===== src/rtl/agen_pkg.sv =====
package agen_pkg;

    typedef enum logic [2:0] {
        ST_IDLE  = 3'd0,
        ST_MODRM = 3'd1,
        ST_SIB   = 3'd2,
        ST_DISP  = 3'd3,
        ST_CALC  = 3'd4
    } agen_state_e;

    typedef struct packed {
        logic [1:0] md;
        logic [2:0] reg_f;
        logic [2:0] rm;
    } modrm_t;

    typedef struct packed {
        logic [1:0] scale;
        logic [2:0] idx;
        logic [2:0] base;
    } sib_t;

    // Widest displacement the 32-bit forms carry
    localparam int DISP_BYTES = 4;
    localparam int DISP_W     = DISP_BYTES * 8;

    localparam logic [2:0] GPR_BX = 3'd3;
    localparam logic [2:0] GPR_SP = 3'd4;
    localparam logic [2:0] GPR_BP = 3'd5;
    localparam logic [2:0] GPR_SI = 3'd6;
    localparam logic [2:0] GPR_DI = 3'd7;

    localparam logic [1:0] MD_NODISP = 2'd0;
    localparam logic [1:0] MD_DISP8  = 2'd1;
    localparam logic [1:0] MD_DISPW  = 2'd2;
    localparam logic [1:0] MD_REG    = 2'd3;

    function automatic logic wants_sib(input logic a32, input modrm_t m);
        return a32 && (m.md != MD_REG) && (m.rm == GPR_SP);
    endfunction

    // Displacement length in bytes for a memory form
    function automatic logic [2:0] disp_len(input logic a32, input modrm_t m, input sib_t s);
        logic [2:0] n;
        n = 3'd0;
        case (m.md)
            MD_DISP8: n = 3'd1;
            MD_DISPW: n = a32 ? 3'd4 : 3'd2;
            MD_NODISP: begin
                if (a32) begin
                    if ((m.rm == GPR_BP) || ((m.rm == GPR_SP) && (s.base == GPR_BP)))
                        n = 3'd4;
                end else if (m.rm == 3'd6) begin
                    n = 3'd2;
                end
            end
            default: n = 3'd0;
        endcase
        return n;
    endfunction

endpackage


===== src/rtl/agen_fetch_fsm.sv =====
module agen_fetch_fsm
    import agen_pkg::*;
(
    input  logic              clk,
    input  logic              rst,
    input  logic              start,
    input  logic              addr32,
    input  logic              seg_override,
    input  logic              fetch_valid,
    input  logic [7:0]        fetch_byte,
    output logic              fetch_ready,
    output modrm_t            modrm_o,
    output sib_t              sib_o,
    output logic              has_sib_o,
    output logic [DISP_W-1:0] disp_o,
    output logic [2:0]        dlen_o,
    output logic              a32_o,
    output logic              ovr_o,
    output logic              calc_o
);

    agen_state_e       state_q;
    modrm_t            modrm_q;
    sib_t              sib_q;
    logic              has_sib_q;
    logic [DISP_W-1:0] disp_q;
    logic [2:0]        dlen_q;
    logic [2:0]        dcnt_q;
    logic              a32_q;
    logic              ovr_q;

    modrm_t     in_m;
    sib_t       in_s;
    logic [2:0] len_after_modrm;
    logic [2:0] len_after_sib;

    always_comb begin
        in_m            = modrm_t'(fetch_byte);
        in_s            = sib_t'(fetch_byte);
        len_after_modrm = disp_len(a32_q, in_m, sib_t'(8'h00));
        len_after_sib   = disp_len(a32_q, modrm_q, in_s);
    end

    assign fetch_ready = (state_q == ST_MODRM) || (state_q == ST_SIB) || (state_q == ST_DISP);
    assign calc_o      = (state_q == ST_CALC);

    always_ff @(posedge clk) begin
        if (rst) begin
            state_q   <= ST_IDLE;
            modrm_q   <= '0;
            sib_q     <= '0;
            has_sib_q <= 1'b0;
            disp_q    <= '0;
            dlen_q    <= '0;
            dcnt_q    <= '0;
            a32_q     <= 1'b0;
            ovr_q     <= 1'b0;
        end else begin
            case (state_q)
                ST_IDLE: begin
                    if (start) begin
                        state_q   <= ST_MODRM;
                        a32_q     <= addr32;
                        ovr_q     <= seg_override;
                        sib_q     <= '0;
                        has_sib_q <= 1'b0;
                        disp_q    <= '0;
                        dlen_q    <= '0;
                        dcnt_q    <= '0;
                    end
                end
                ST_MODRM: begin
                    if (fetch_valid) begin
                        modrm_q <= in_m;
                        if (in_m.md == MD_REG) begin
                            state_q <= ST_CALC;
                        end else if (wants_sib(a32_q, in_m)) begin
                            state_q <= ST_SIB;
                        end else begin
                            dlen_q  <= len_after_modrm;
                            state_q <= (len_after_modrm == 3'd0) ? ST_CALC : ST_DISP;
                        end
                    end
                end
                ST_SIB: begin
                    if (fetch_valid) begin
                        sib_q     <= in_s;
                        has_sib_q <= 1'b1;
                        dlen_q    <= len_after_sib;
                        state_q   <= (len_after_sib == 3'd0) ? ST_CALC : ST_DISP;
                    end
                end
                ST_DISP: begin
                    if (fetch_valid) begin
                        for (int k = 0; k < DISP_BYTES; k++) begin
                            if (dcnt_q == 3'(k))
                                disp_q[k*8 +: 8] <= fetch_byte;
                        end
                        dcnt_q <= dcnt_q + 3'd1;
                        if ((dcnt_q + 3'd1) == dlen_q)
                            state_q <= ST_CALC;
                    end
                end
                ST_CALC: state_q <= ST_IDLE;
                default: state_q <= ST_IDLE;
            endcase
        end
    end

    assign modrm_o   = modrm_q;
    assign sib_o     = sib_q;
    assign has_sib_o = has_sib_q;
    assign disp_o    = disp_q;
    assign dlen_o    = dlen_q;
    assign a32_o     = a32_q;
    assign ovr_o     = ovr_q;

    // An accepted start opens the fetch window on the next cycle
    assert_start_opens_R11: assert property (@(posedge clk) disable iff (rst)
        (state_q == ST_IDLE && start) |=> fetch_ready);

    // The scale-index-base byte is only fetched in 32-bit addressing
    assert_sib_only_wide_R6: assert property (@(posedge clk) disable iff (rst)
        (state_q == ST_SIB) |-> a32_q);

    // Displacement collection never runs past its length
    assert_disp_bound_R10: assert property (@(posedge clk) disable iff (rst)
        (state_q == ST_DISP) |-> (dcnt_q < dlen_q));

endmodule


===== src/rtl/agen_ea_calc.sv =====
module agen_ea_calc
    import agen_pkg::*;
#(
    parameter int ADDR_W = 32
) (
    input  logic              a32,
    input  logic              ovr,
    input  modrm_t            modrm,
    input  sib_t              sib,
    input  logic [DISP_W-1:0] disp,
    input  logic [2:0]        dlen,
    output logic [2:0]        idx_a,
    input  logic [ADDR_W-1:0] val_a,
    output logic [2:0]        idx_b,
    input  logic [ADDR_W-1:0] val_b,
    output logic [ADDR_W-1:0] ea,
    output logic              stack_dflt
);

    localparam logic [ADDR_W-1:0] LOW16 = {{(ADDR_W-16){1'b0}}, 16'hFFFF};

    logic              use_a;
    logic              use_b;
    logic [1:0]        shamt;
    logic              stk;
    logic [ADDR_W-1:0] dext;
    logic [ADDR_W-1:0] a_term;
    logic [ADDR_W-1:0] b_term;
    logic [ADDR_W-1:0] sum;

    always_comb begin
        use_a = 1'b0;
        use_b = 1'b0;
        idx_a = GPR_BX;
        idx_b = GPR_SI;
        shamt = 2'd0;
        stk   = 1'b0;
        if (a32) begin
            if (modrm.rm == GPR_SP) begin
                idx_a = sib.base;
                use_a = !((sib.base == GPR_BP) && (modrm.md == MD_NODISP));
                idx_b = sib.idx;
                use_b = (sib.idx != GPR_SP);
                shamt = sib.scale;
                stk   = (sib.base == GPR_SP);
            end else begin
                idx_a = modrm.rm;
                use_a = !((modrm.rm == GPR_BP) && (modrm.md == MD_NODISP));
                stk   = (modrm.rm == GPR_BP) && (modrm.md != MD_NODISP);
            end
        end else begin
            case (modrm.rm)
                3'd0: begin idx_a = GPR_BX; idx_b = GPR_SI; use_a = 1'b1; use_b = 1'b1; end
                3'd1: begin idx_a = GPR_BX; idx_b = GPR_DI; use_a = 1'b1; use_b = 1'b1; end
                3'd2: begin idx_a = GPR_BP; idx_b = GPR_SI; use_a = 1'b1; use_b = 1'b1; stk = 1'b1; end
                3'd3: begin idx_a = GPR_BP; idx_b = GPR_DI; use_a = 1'b1; use_b = 1'b1; stk = 1'b1; end
                3'd4: begin idx_b = GPR_SI; use_b = 1'b1; end
                3'd5: begin idx_b = GPR_DI; use_b = 1'b1; end
                3'd6: begin
                    idx_a = GPR_BP;
                    use_a = (modrm.md != MD_NODISP);
                    stk   = (modrm.md != MD_NODISP);
                end
                default: begin idx_a = GPR_BX; use_a = 1'b1; end
            endcase
        end

        case (dlen)
            3'd1:    dext = ADDR_W'(signed'(disp[7:0]));
            3'd2:    dext = ADDR_W'(signed'(disp[15:0]));
            3'd4:    dext = ADDR_W'(signed'(disp[31:0]));
            default: dext = '0;
        endcase

        a_term = use_a ? (a32 ? val_a : (val_a & LOW16)) : '0;
        b_term = use_b ? ((a32 ? val_b : (val_b & LOW16)) << shamt) : '0;
        sum    = a_term + b_term + dext;

        if (modrm.md == MD_REG) begin
            ea         = '0;
            stack_dflt = 1'b0;
        end else begin
            ea         = a32 ? sum : (sum & LOW16);
            stack_dflt = stk && !ovr;
        end
    end

endmodule


===== src/rtl/agen_modrm.sv =====
module agen_modrm
    import agen_pkg::*;
#(
    parameter int ADDR_W = 32
) (
    input  logic              clk,
    input  logic              rst,
    input  logic              start,
    input  logic              addr32,
    input  logic              seg_override,
    input  logic              fetch_valid,
    input  logic [7:0]        fetch_byte,
    output logic              fetch_ready,
    output logic [2:0]        rd_idx_a,
    input  logic [ADDR_W-1:0] rd_data_a,
    output logic [2:0]        rd_idx_b,
    input  logic [ADDR_W-1:0] rd_data_b,
    output logic              done,
    output logic [2:0]        reg_field,
    output logic              is_mem,
    output logic [2:0]        rm_reg,
    output logic [ADDR_W-1:0] eff_addr,
    output logic              stack_seg,
    output logic [2:0]        byte_count
);

    modrm_t            modrm;
    sib_t              sib;
    logic              has_sib;
    logic [DISP_W-1:0] disp;
    logic [2:0]        dlen;
    logic              a32;
    logic              ovr;
    logic              calc;
    logic [ADDR_W-1:0] ea_comb;
    logic              stk_comb;

    agen_fetch_fsm u_fetch (
        .clk          (clk),
        .rst          (rst),
        .start        (start),
        .addr32       (addr32),
        .seg_override (seg_override),
        .fetch_valid  (fetch_valid),
        .fetch_byte   (fetch_byte),
        .fetch_ready  (fetch_ready),
        .modrm_o      (modrm),
        .sib_o        (sib),
        .has_sib_o    (has_sib),
        .disp_o       (disp),
        .dlen_o       (dlen),
        .a32_o        (a32),
        .ovr_o        (ovr),
        .calc_o       (calc)
    );

    agen_ea_calc #(.ADDR_W(ADDR_W)) u_calc (
        .a32        (a32),
        .ovr        (ovr),
        .modrm      (modrm),
        .sib        (sib),
        .disp       (disp),
        .dlen       (dlen),
        .idx_a      (rd_idx_a),
        .val_a      (rd_data_a),
        .idx_b      (rd_idx_b),
        .val_b      (rd_data_b),
        .ea         (ea_comb),
        .stack_dflt (stk_comb)
    );

    always_ff @(posedge clk) begin
        if (rst) begin
            done       <= 1'b0;
            reg_field  <= '0;
            is_mem     <= 1'b0;
            rm_reg     <= '0;
            eff_addr   <= '0;
            stack_seg  <= 1'b0;
            byte_count <= '0;
        end else begin
            done <= calc;
            if (calc) begin
                reg_field  <= modrm.reg_f;
                is_mem     <= (modrm.md != MD_REG);
                rm_reg     <= modrm.rm;
                eff_addr   <= ea_comb;
                stack_seg  <= stk_comb;
                byte_count <= 3'd1 + {2'b00, has_sib} + dlen;
            end
        end
    end

    assert_done_pulse_R11: assert property (@(posedge clk) disable iff (rst)
        done |=> !done);

    assert_reg_form_R1: assert property (@(posedge clk) disable iff (rst)
        (done && !is_mem) |-> (byte_count == 3'd1 && !stack_seg && eff_addr == '0));

    assert_wrap16_R3: assert property (@(posedge clk) disable iff (rst)
        (done && !a32) |-> (eff_addr[ADDR_W-1:16] == '0));

    assert_override_R9: assert property (@(posedge clk) disable iff (rst)
        (done && ovr) |-> !stack_seg);

    assert_count_range_R10: assert property (@(posedge clk) disable iff (rst)
        done |-> (byte_count >= 3'd1 && byte_count <= 3'd6));

endmodule


===== config.mk =====
export PLATFORM = sky130hd
export DESIGN_NAME = agen_modrm
export DESIGN_NICKNAME = d
export VERILOG_FILES = /design/src/rtl/agen_pkg.sv /design/src/rtl/agen_fetch_fsm.sv /design/src/rtl/agen_ea_calc.sv /design/src/rtl/agen_modrm.sv
export SDC_FILE = /design/constraint.sdc
export NUM_CORES = 1
export LEC_CHECK = 0
export ABC_AREA = 1
export CAP_MARGIN = 20
export CORE_ASPECT_RATIO = 1.1
export CORE_UTILIZATION = 55
export CTS_CLUSTER_DIAMETER = 150
export CTS_CLUSTER_SIZE = 8
export DETAILED_ROUTE_END_ITERATION = 8
export GPL_ROUTABILITY_DRIVEN = 0
export HOLD_SLACK_MARGIN = 0.02
export PLACE_DENSITY = 0.84
export SYNTH_ARGS = -nofsm -noshare
export SYNTH_HDL_FRONTEND = slang
export SYNTH_SLANG_ARGS = --single-unit

===== constraint.sdc =====
create_clock -name clk -period 3.9 [get_ports clk]
set_input_delay 0.78 -clock clk [delete_from_list [all_inputs] [get_ports clk]]
set_output_delay 0.78 -clock clk [all_outputs]
set_load 0.005 [all_outputs]

# == After elaboration in Yosys (flattened, before gate mapping) ==
# Cells that the tools add are included.
# word_totals
register_bits,104
word_cells,175
# op_classes
n_addsub,5
n_eq_ne,42
n_shift,1
muxes,65
reduce_logical,39
# ops
operator,count
$mux 32,8
$pmux 32 s3,1
$mux 3,25
$add 32x32->32,2
$pmux 32 s2,1
$mux 8,6
$shl 32x2->32,1
$eq 3x3->1 const B,10
$pmux 3 s3,3
$ne 2x2->1 const B,13
$eq 3x2->1 const B,7
$pmux 8 s2,1
$reduce_and 4->1,4
$logic_not 3->1,5
$eq 3x1->1 const B,4
$pmux 3 s4,1
$mux 1,11
$eq 2x2->1 const B,4
$mux 2,4
$logic_and 1x1->1,7
$pmux 1 s2,3
$pmux 3 s2,1
$reduce_and 3->1,2
$reduce_and 6->1,1
other kinds (16),27

# == Depth between registers and ports, before layout ==
# Gate-level depths: netlist (run 1).
# depth
ltp_word,10
ltp_mapped,24
ltp_nobuf,22

# == Hierarchy ==
# A second synthesis (run 1) with hierarchy kept.
# unflattened
hier_cells,1329
area_unflattened_um2,8622.0
# by_module_without_submodules
mod,n_inst,cells_per_inst,area_per_inst_um2
agen_ea_calc,1,775,4301.6
agen_fetch_fsm,1,354,2676.3
agen_modrm,1,200,1644.1

# == Worst setup path after synthesis (run 1) ==
# OpenSTA, ideal clock, no wires.
# synth_timing
path_kind,reg-to-reg
start,register u_fetch.modrm_q (netlist bit u_fetch.modrm_o[1])
end,register eff_addr[21]
setup_ns,0.132
arrival_time_ns,3.347
t_required_ns,3.768
path_slack_ns,0.421
path_stages_with_launch,24
path_buffers,1
period_less_slack_ns,3.479
path_cell_list,dfxtp_1 > nor2_2 > nand2_2 > nand2_1 > nand3_1 > nor2_2 > clkbuf_1 > nand2_1 > fa_1 > inv_1 > ha_1 > fa_1 > nand2_1 > nand3_1 > and2_1 > nand2_1 > nand2_1 > nand2_1 > nand2_1 > nand2_1 > nand2_1 > or2_0 > nand3_1 > a21oi_1
# synth_between
elab_chain_len,10
elab_cells_between_ends,26
cone_classes,2 x add/sub; 6 x eq/ne; 1 x shift; 12 x mux; 5 x reduce/logical
# synth_rtl
item,line,text
from (decl),agen_fetch_fsm.sv:23,modrm_t modrm_q;
from (signal assigned),agen_fetch_fsm.sv:74,modrm_q <= in_m;
"parallel branches: the longest is 6 deep, another holds $shl 32x2->32",--,
$add 32x32->32 (*) (2 in a row),agen_ea_calc.sv:77,sum = a_term + b_term + dext;
$mux 32 (*),agen_ea_calc.sv:83,ea = a32 ? sum : (sum & LOW16);
$mux 32 (*),agen_ea_calc.sv:79,if (modrm.md == MD_REG) begin
to (signal assigned),agen_modrm.sv:87,eff_addr <= ea_comb;
to (decl),agen_modrm.sv:22,"output logic [ADDR_W-1:0] eff_addr,"
# Every way passes the cells marked *.
# A chain may end at the register's enable or synchronous reset.

# == Worst setup path after layout (run 1) ==
# layout_timing
start,register u_fetch.a32_q (netlist: u_fetch.a32_o)
end,register eff_addr[20]
# layout_between
elab_chain_len,7
elab_cells_between_ends,12
cone_classes,2 x add/sub; 1 x shift; 9 x mux
# layout_rtl
item,line,text
from (decl),agen_fetch_fsm.sv:29,logic a32_q;
from (signal assigned),agen_fetch_fsm.sv:63,a32_q <= addr32;
$mux 32 / $mux 2 (equally long branches),"agen_ea_calc.sv:76, agen_ea_calc.sv:38",
$shl 32x2->32,agen_ea_calc.sv:76,b_term = use_b ? ((a32 ? val_b : (val_b & LOW16)) << shamt) : '0;
$mux 32,agen_ea_calc.sv:76,
$add 32x32->32 (2 in a row),agen_ea_calc.sv:77,
$mux 32 (*),agen_ea_calc.sv:83,
$mux 32 (*),agen_ea_calc.sv:79,
# Mark *: on every way between the ends. The rest lies on a longest branch, timed or not.

==> metrics.txt, run 1 <==
status finished, final reports clean; vias 9451; instance area at placement 0.01006 mm2; Overall Power 0.006037 W; DR iter-0 viols 1033; starting density of the core 56.63%; Worst Hold End eff_addr[17]; Layout fillers 1158; Num CTS Buffers 9; required time worst endpoint 4.12 ns; Yosys Warn Count 0; post-synth top area share 25.35%; reg2reg start u_fetch.a32_o; CTS Sinks 104; Power Dens Cells 560.4 mW/mm2; Final ANT Viol Nets 0; max_cap viols 0; synthesis-stage register bit count 104; Final Cycle Share 97.62%; Place WS -0.1632 ns; Hold Crit Start eff_addr[17]; Final Hold Viols 0; r2r worst-path depth 22; Hold Crit Class flop to flop; I/O pin count 129; I/O Buffers 128; root buf cell clkbuf_16; R2R Path End eff_addr[20]; Core Area 0.01450 mm2; final setup vio count 0; Post-route DRC 0; Worst EP arrival 4.02 ns; leading cell type in the layout, fill and taps excluded nand2_1; Async SR Flop Fraction 0%; Final nets 1585; DP HPWL 19480 um; CP Capture Type flop; H-tree level count 3; Util after Layout 74.28%; Worst-path clk slew 0.08 ns; R2R Setup Slk 0.09 ns; cell-internal power 0.003272 W; worst setup margin 0.09276 ns; fmax 0.2627 GHz; Worst-Skew Late Latency 0.37 ns; Clk pwr share 16.5%; Mapped Area 0.008213 mm2; die height 130.2 um; minimum clock period 3.807 ns; commonest cells after routing, fill and taps aside 275 x nand2_1, 169 x inv_1, 132 x a21oi_1, 127 x clkdlybuf4s50_1, 126 x nor2_1; Congestion Overflow GR 0; global-route wire length before repair 41010 um; largest net degree at the start of global routing 63; average size of a mapped cell 6.498 um2; Crit Path Category flop to flop; Post-synth EDFFs 0; Synth area leaders dfxtp_1 25%, nand2_1 13%, a21oi_1 8.5%; Die W 118.5 um; Final Cell Area 0.01077 mm2; Global Route Usage Sum 33.60%; Clock Skew 0.01463 ns; FP Rows 46; slew margin rel. 49.15%; sequential area share after synthesis 25.35%; Yosys cell types 52; Max Buffers Root-to-Sink 2; sw power 0.002765 W; Worst setup SP type flop; synth-to-layout area growth 31.17%; combinational power share 59.8%; wire per inst 16.22 um; Die ar. 0.01543 mm2; hold path cells 2; Top FF cell, synth dfxtp_1; maximum VDD drop 0.4043 mV; via/cell ratio 5.780; Syn Inst Count 1264; TritonRoute pass-1 iters 6; Antenna Cells 0; register share of total power 23.7%; CTS tree built; Post-Synthesis Net Count 1411; worst slew pin tran 0.7569 ns; final setup TNS 0 ns; area leader, netlist dfxtp_1; CP max FO 7; LEAKAGE 4.822 nW; number of global-route vias before repair 8770; share of cells above drive strength 1 13.10%; Final Max Tran Viols 0; sw frac 45.80%; initial antenna violation count 0; WL final 26520 um
==> metrics by stage <==
stage / hold WS (ns) / cells
3_3_place_gp: 0.4448 / 1607
6_report: 0.4644 / 1635
5_1_grt: 0.4821 / 1635
3_5_place_dp: 0.4549 / 1607
4_1_cts: 0.4657 / 1628
2_1_floorplan: 0.4296 / 1264
==> area by class of cell <==
class	count	area (um2)	area share, %
inverter	189	721.9	6.702
sequential	104	2093	19.43
tap	192	240.2	2.230
clock buffer	11	252.7	2.346
clock inverter	5	70.07	0.6504
multi-input combinational	929	5445	50.55
timing repair buffer	205	1949	18.10
==> worst max path at each step <==
stage,start,endpoint,cells past startpoint
6_report,u_fetch.a32_o,eff_addr[20],22
4_1_cts,u_fetch.modrm_o[1],eff_addr[21],23
2_1_floorplan,u_fetch.modrm_o[1],eff_addr[21],23
5_1_grt,u_fetch.modrm_o[1],eff_addr[21],23
3_5_place_dp,rd_data_b[1],eff_addr[21],20
3_3_place_gp,rd_data_b[1],eff_addr[21],20
==> synth_stat cells (all sizes together), types with 2 or more instances <==
library cell / number
nand3: 82
ha: 37
dfxtp: 104
buf: 14
clkinv: 2
a211oi: 4
o211ai: 4
o21bai: 8
nand4: 9
fa: 32
o31ai: 2
o22ai: 8
a22oi: 30
or2: 13
inv: 187
a21oi: 140
a21o: 6
nor3: 12
nor2: 140
nand2: 289
o21ai: 92
nor4: 2
clkbuf: 28
a21boi: 6
==> metal layers <==
layer / share of wire, % / track usage (%) / wire length (um) / up-vias
met3: 8.4 / 5.201 / 2233 / 101
met2: 49 / 60.10 / 12920 / 529
met1: 39 / 39.23 / 10260 / 4340
met5: 0 / 0 / 0 / -
li1: - / - / - / 4481
met4: 4.2 / 17.50 / 1110 / 0
==> what timing repair did <==
| action | CTS | global route |
|---|---|---|
| pin swaps | 1 | 4 |
| setup endpoints to repair | 9 | 25 |
| hold buffers | 0 | 0 |
| gates cloned | 0 | 1 |
| resized for setup | 1 | 64 |
| setup buffers | 5 | 5 |
==> worst max-delay path, cell delays in order (launching register included) <==
cell and delay (ns):
dfxtp_4 0.38, inv_4 0.10, nor2_1 0.06, nand2_1 0.12, nand2_2 0.09, nor4_4 0.35
buf_12 0.16, buf_4 0.11, a22oi_1 0.10, fa_1 0.57, inv_1 0.05, ha_1 0.34
inv_1 0.07, o21ai_0 0.09, a21oi_1 0.17, nand2_1 0.11, nand2_1 0.07, nand2_1 0.14
nand2_1 0.10, nand2_1 0.06, or2_2 0.27, nand3_1 0.07, a21oi_1 0.06
==> kinds of logic (layout without fill, tap and decap cells) <==
family | after synthesis | after routing | share of synthesized area [%]
buffers and inverters | 231 | 410 | 10.91
AOI/OAI and AO/OA | 307 | 307 | 20.98
and+or+nand+nor | 551 | 551 | 29.11
DFF | 104 | 104 | 25.35
xor gates and xnor gates | 2 | 2 | 0.2133
adders and majority gates | 69 | 69 | 13.44
==> power groups by stage <==
stage	combinational [W]	clock, W	sequential (W)
after global routing	0.00397	0.00104	0.00146
after detailed placement	0.00326	0	0.00143
after CTS	0.00330	0.000996	0.00142
after floorplan	0.00211	0	0.00140
after global placement	0.00318	0	0.00143
final	0.00361	0.000997	0.00143
Power figures use the tool's default switching activity.
==> run 2: changes to the inputs <==
Settings changed: CORE_MARGIN from default to 5.
==> run 2 against run 1 <==
  * Non-clock buffer count up 5
  * Final area up 0.51%
  * Core utilization up 0.084 points
  * Flip-flop and latch count unchanged
  * Clock skew up 0.0012 ns
  * Worst setup slack worse by 0.091 ns
  * Clock-buffer cell count down 2
  * Clock power down 9.7%
  * Hold slack worse by 0.0054 ns
  * Largest power group unchanged
==> metrics.txt, run 2 (synthesized netlist as in run 1, its figures left out) <==
FP Rows 46; WL final 27590 um; hold slack 0.4590 ns; Place WS -0.1259 ns; leading cell type in the layout, fill and taps excluded nand2_1; Final nets 1591; H-tree level count 3; synth-to-layout area growth 31.84%; number of global-route vias before repair 8698; Core Area 0.01456 mm2; Worst EP arrival 4.11 ns; root buf cell clkbuf_16; maximum VDD drop 0.4103 mV; Post-route DRC 0; DR iter-0 viols 1219; slowest stage delay, CP 0.54 ns; starting density of the core 56.40%; placed cell count 1610; CTS Sinks 104; CP Capture Type flop; Final Max Tran Viols 0; fmax 0.2565 GHz; minimum clock period 3.898 ns; worst setup margin 0.001944 ns; vias 9561; fin cells 1641; DP HPWL 19660 um; Max Buffers Root-to-Sink 2; global-route wire length before repair 41100 um; Global Route Usage Sum 28.39%; Worst-Skew Late Latency 0.37 ns; Num CTS Buffers 9; Layout fillers 1128; Final Cycle Share 99.95%; Die ar. 0.01748 mm2; max_cap viols 0; crit-path cells clkdlybuf4s50_1 > inv_1 > o21ai_0 > buf_4 > a22oi_1 > fa_1 > inv_1 > ha_1 > nand2_1 > nor2_1 > inv_1 > nor2_1 > buf_4 > nand3_1 > nand3_1 > nand2_1 > nand3_1 > a21oi_1; TritonRoute pass-1 iters 5; die height 138.2 um; worst slew pin tran 1.069 ns; slew margin rel. 28.67%; CP max FO 5; Power Dens Cells 556.5 mW/mm2; required time worst endpoint 4.12 ns; final setup vio count 0; Antenna Cells 0; Congestion Overflow GR 0; Overall Power 0.006026 W; highest-delay cell along the critical path fa_1; status finished, final reports clean; Worst-path clk slew 0.07 ns; Clock Skew 0.01581 ns; I/O Buffers 128; Crit Path Category primary input to flop; commonest cells after routing, fill and taps aside 274 x nand2_1, 170 x inv_1, 135 x a21oi_1, 129 x nor2_1, 127 x clkdlybuf4s50_1; wire per inst 16.81 um; LEAKAGE 4.847 nW; via/cell ratio 5.826; Worst setup SP type primary input; Hold Crit Class flop to flop; Die W 126.5 um; Final Hold Viols 0; # hold bufs at CTS 0; largest net degree at the start of global routing 63; share of cells above drive strength 1 13.46%; I/O pin count 129; Final ANT Viol Nets 0; CTS tree built; initial antenna violation count 0
-- run 2: cell count changes in the layout (fill, tap and decap cells not counted), moves of 3 or more --
cell        delta
o21ai_2        +4
ha_1           +4
a21oi_2        -3
clkinvlp_4     +3
ha_2           -3
a22oi_1        -4
a21oi_1        +3
o21ai_1        -6
a22oi_2        +4
nor2_1         +3
nor2_2         -3
-- run 2: path summary, 6_finish.rpt --
check | from | to | slack (ns) | cells past startpoint
setup / recovery | rd_data_b[13] | eff_addr[23] | 0.002 | 18
hold / removal | u_fetch.modrm_o[5] | u_fetch.modrm_o[5] | 0.46 | 2
setup reg to reg | u_fetch.modrm_o[2] | eff_addr[19] | 0.04 | 23
hold reg to reg | u_fetch.modrm_o[5] | u_fetch.modrm_o[5] | 0.46 | 2
-- run 2: layer usage --
layer	global-route usage, %	routed length, um	vias up	share of wire, %
met5	0	0	-	0
met4	11.86	1522	0	5.5
li1	-	-	4489	-
met3	4.199	2526	140	9.2
met2	48.86	13230	569	48
met1	35.34	10310	4363	37
-- run 2: area by class of cell --
type / count / area, um2 / area share [%]
Multi-Input combinational cell: 929 / 5459 / 50.42
Sequential cell: 104 / 2096 / 19.36
Timing Repair Buffer: 210 / 2013 / 18.59
Inverter: 189 / 726.9 / 6.714
Tap cell: 192 / 240.2 / 2.219
Clock buffer: 9 / 225.2 / 2.080
Clock inverter: 7 / 60.06 / 0.5547
Timing Repair inverter: 1 / 7.507 / 0.06933
-- run 2: worst max-delay path, delay by kind of cell --
family	cells	cell delay (ns)
AO/OA/AOI/OAI	3	0.54
adder cells (fa/ha/maj)	2	0.90
buffers and inverters	6	1.00
AND/OR/NAND/NOR	7	0.87
-- run 2: report_power, final --
part	switching [W]	internal (W)	total, W
Clock	0.000454	0.000446	0.000900
Combinational	0.00218	0.00151	0.00369
Sequential	0.000159	0.00128	0.00144
Total	0.00280	0.00323	0.00603
-- run 2: what timing repair did --
action | CTS | global route
endpoints found under the setup margin | 3 | 24
gates cloned | 0 | 4
pin swaps | 0 | 10
gates resized for setup | 1 | 74
buffers inserted | 0 | 11
-- run 2: metrics by stage --
stage	area (um2)	util, %	TNS [ns]
final	10830	74.36	0
after CTS	10380	71.30	0
after global placement	10100	69.34	-0.3577
after detailed placement	10100	69.34	-0.8170
after floorplan	8213	-	0
after global routing	10830	74.36	-1.629
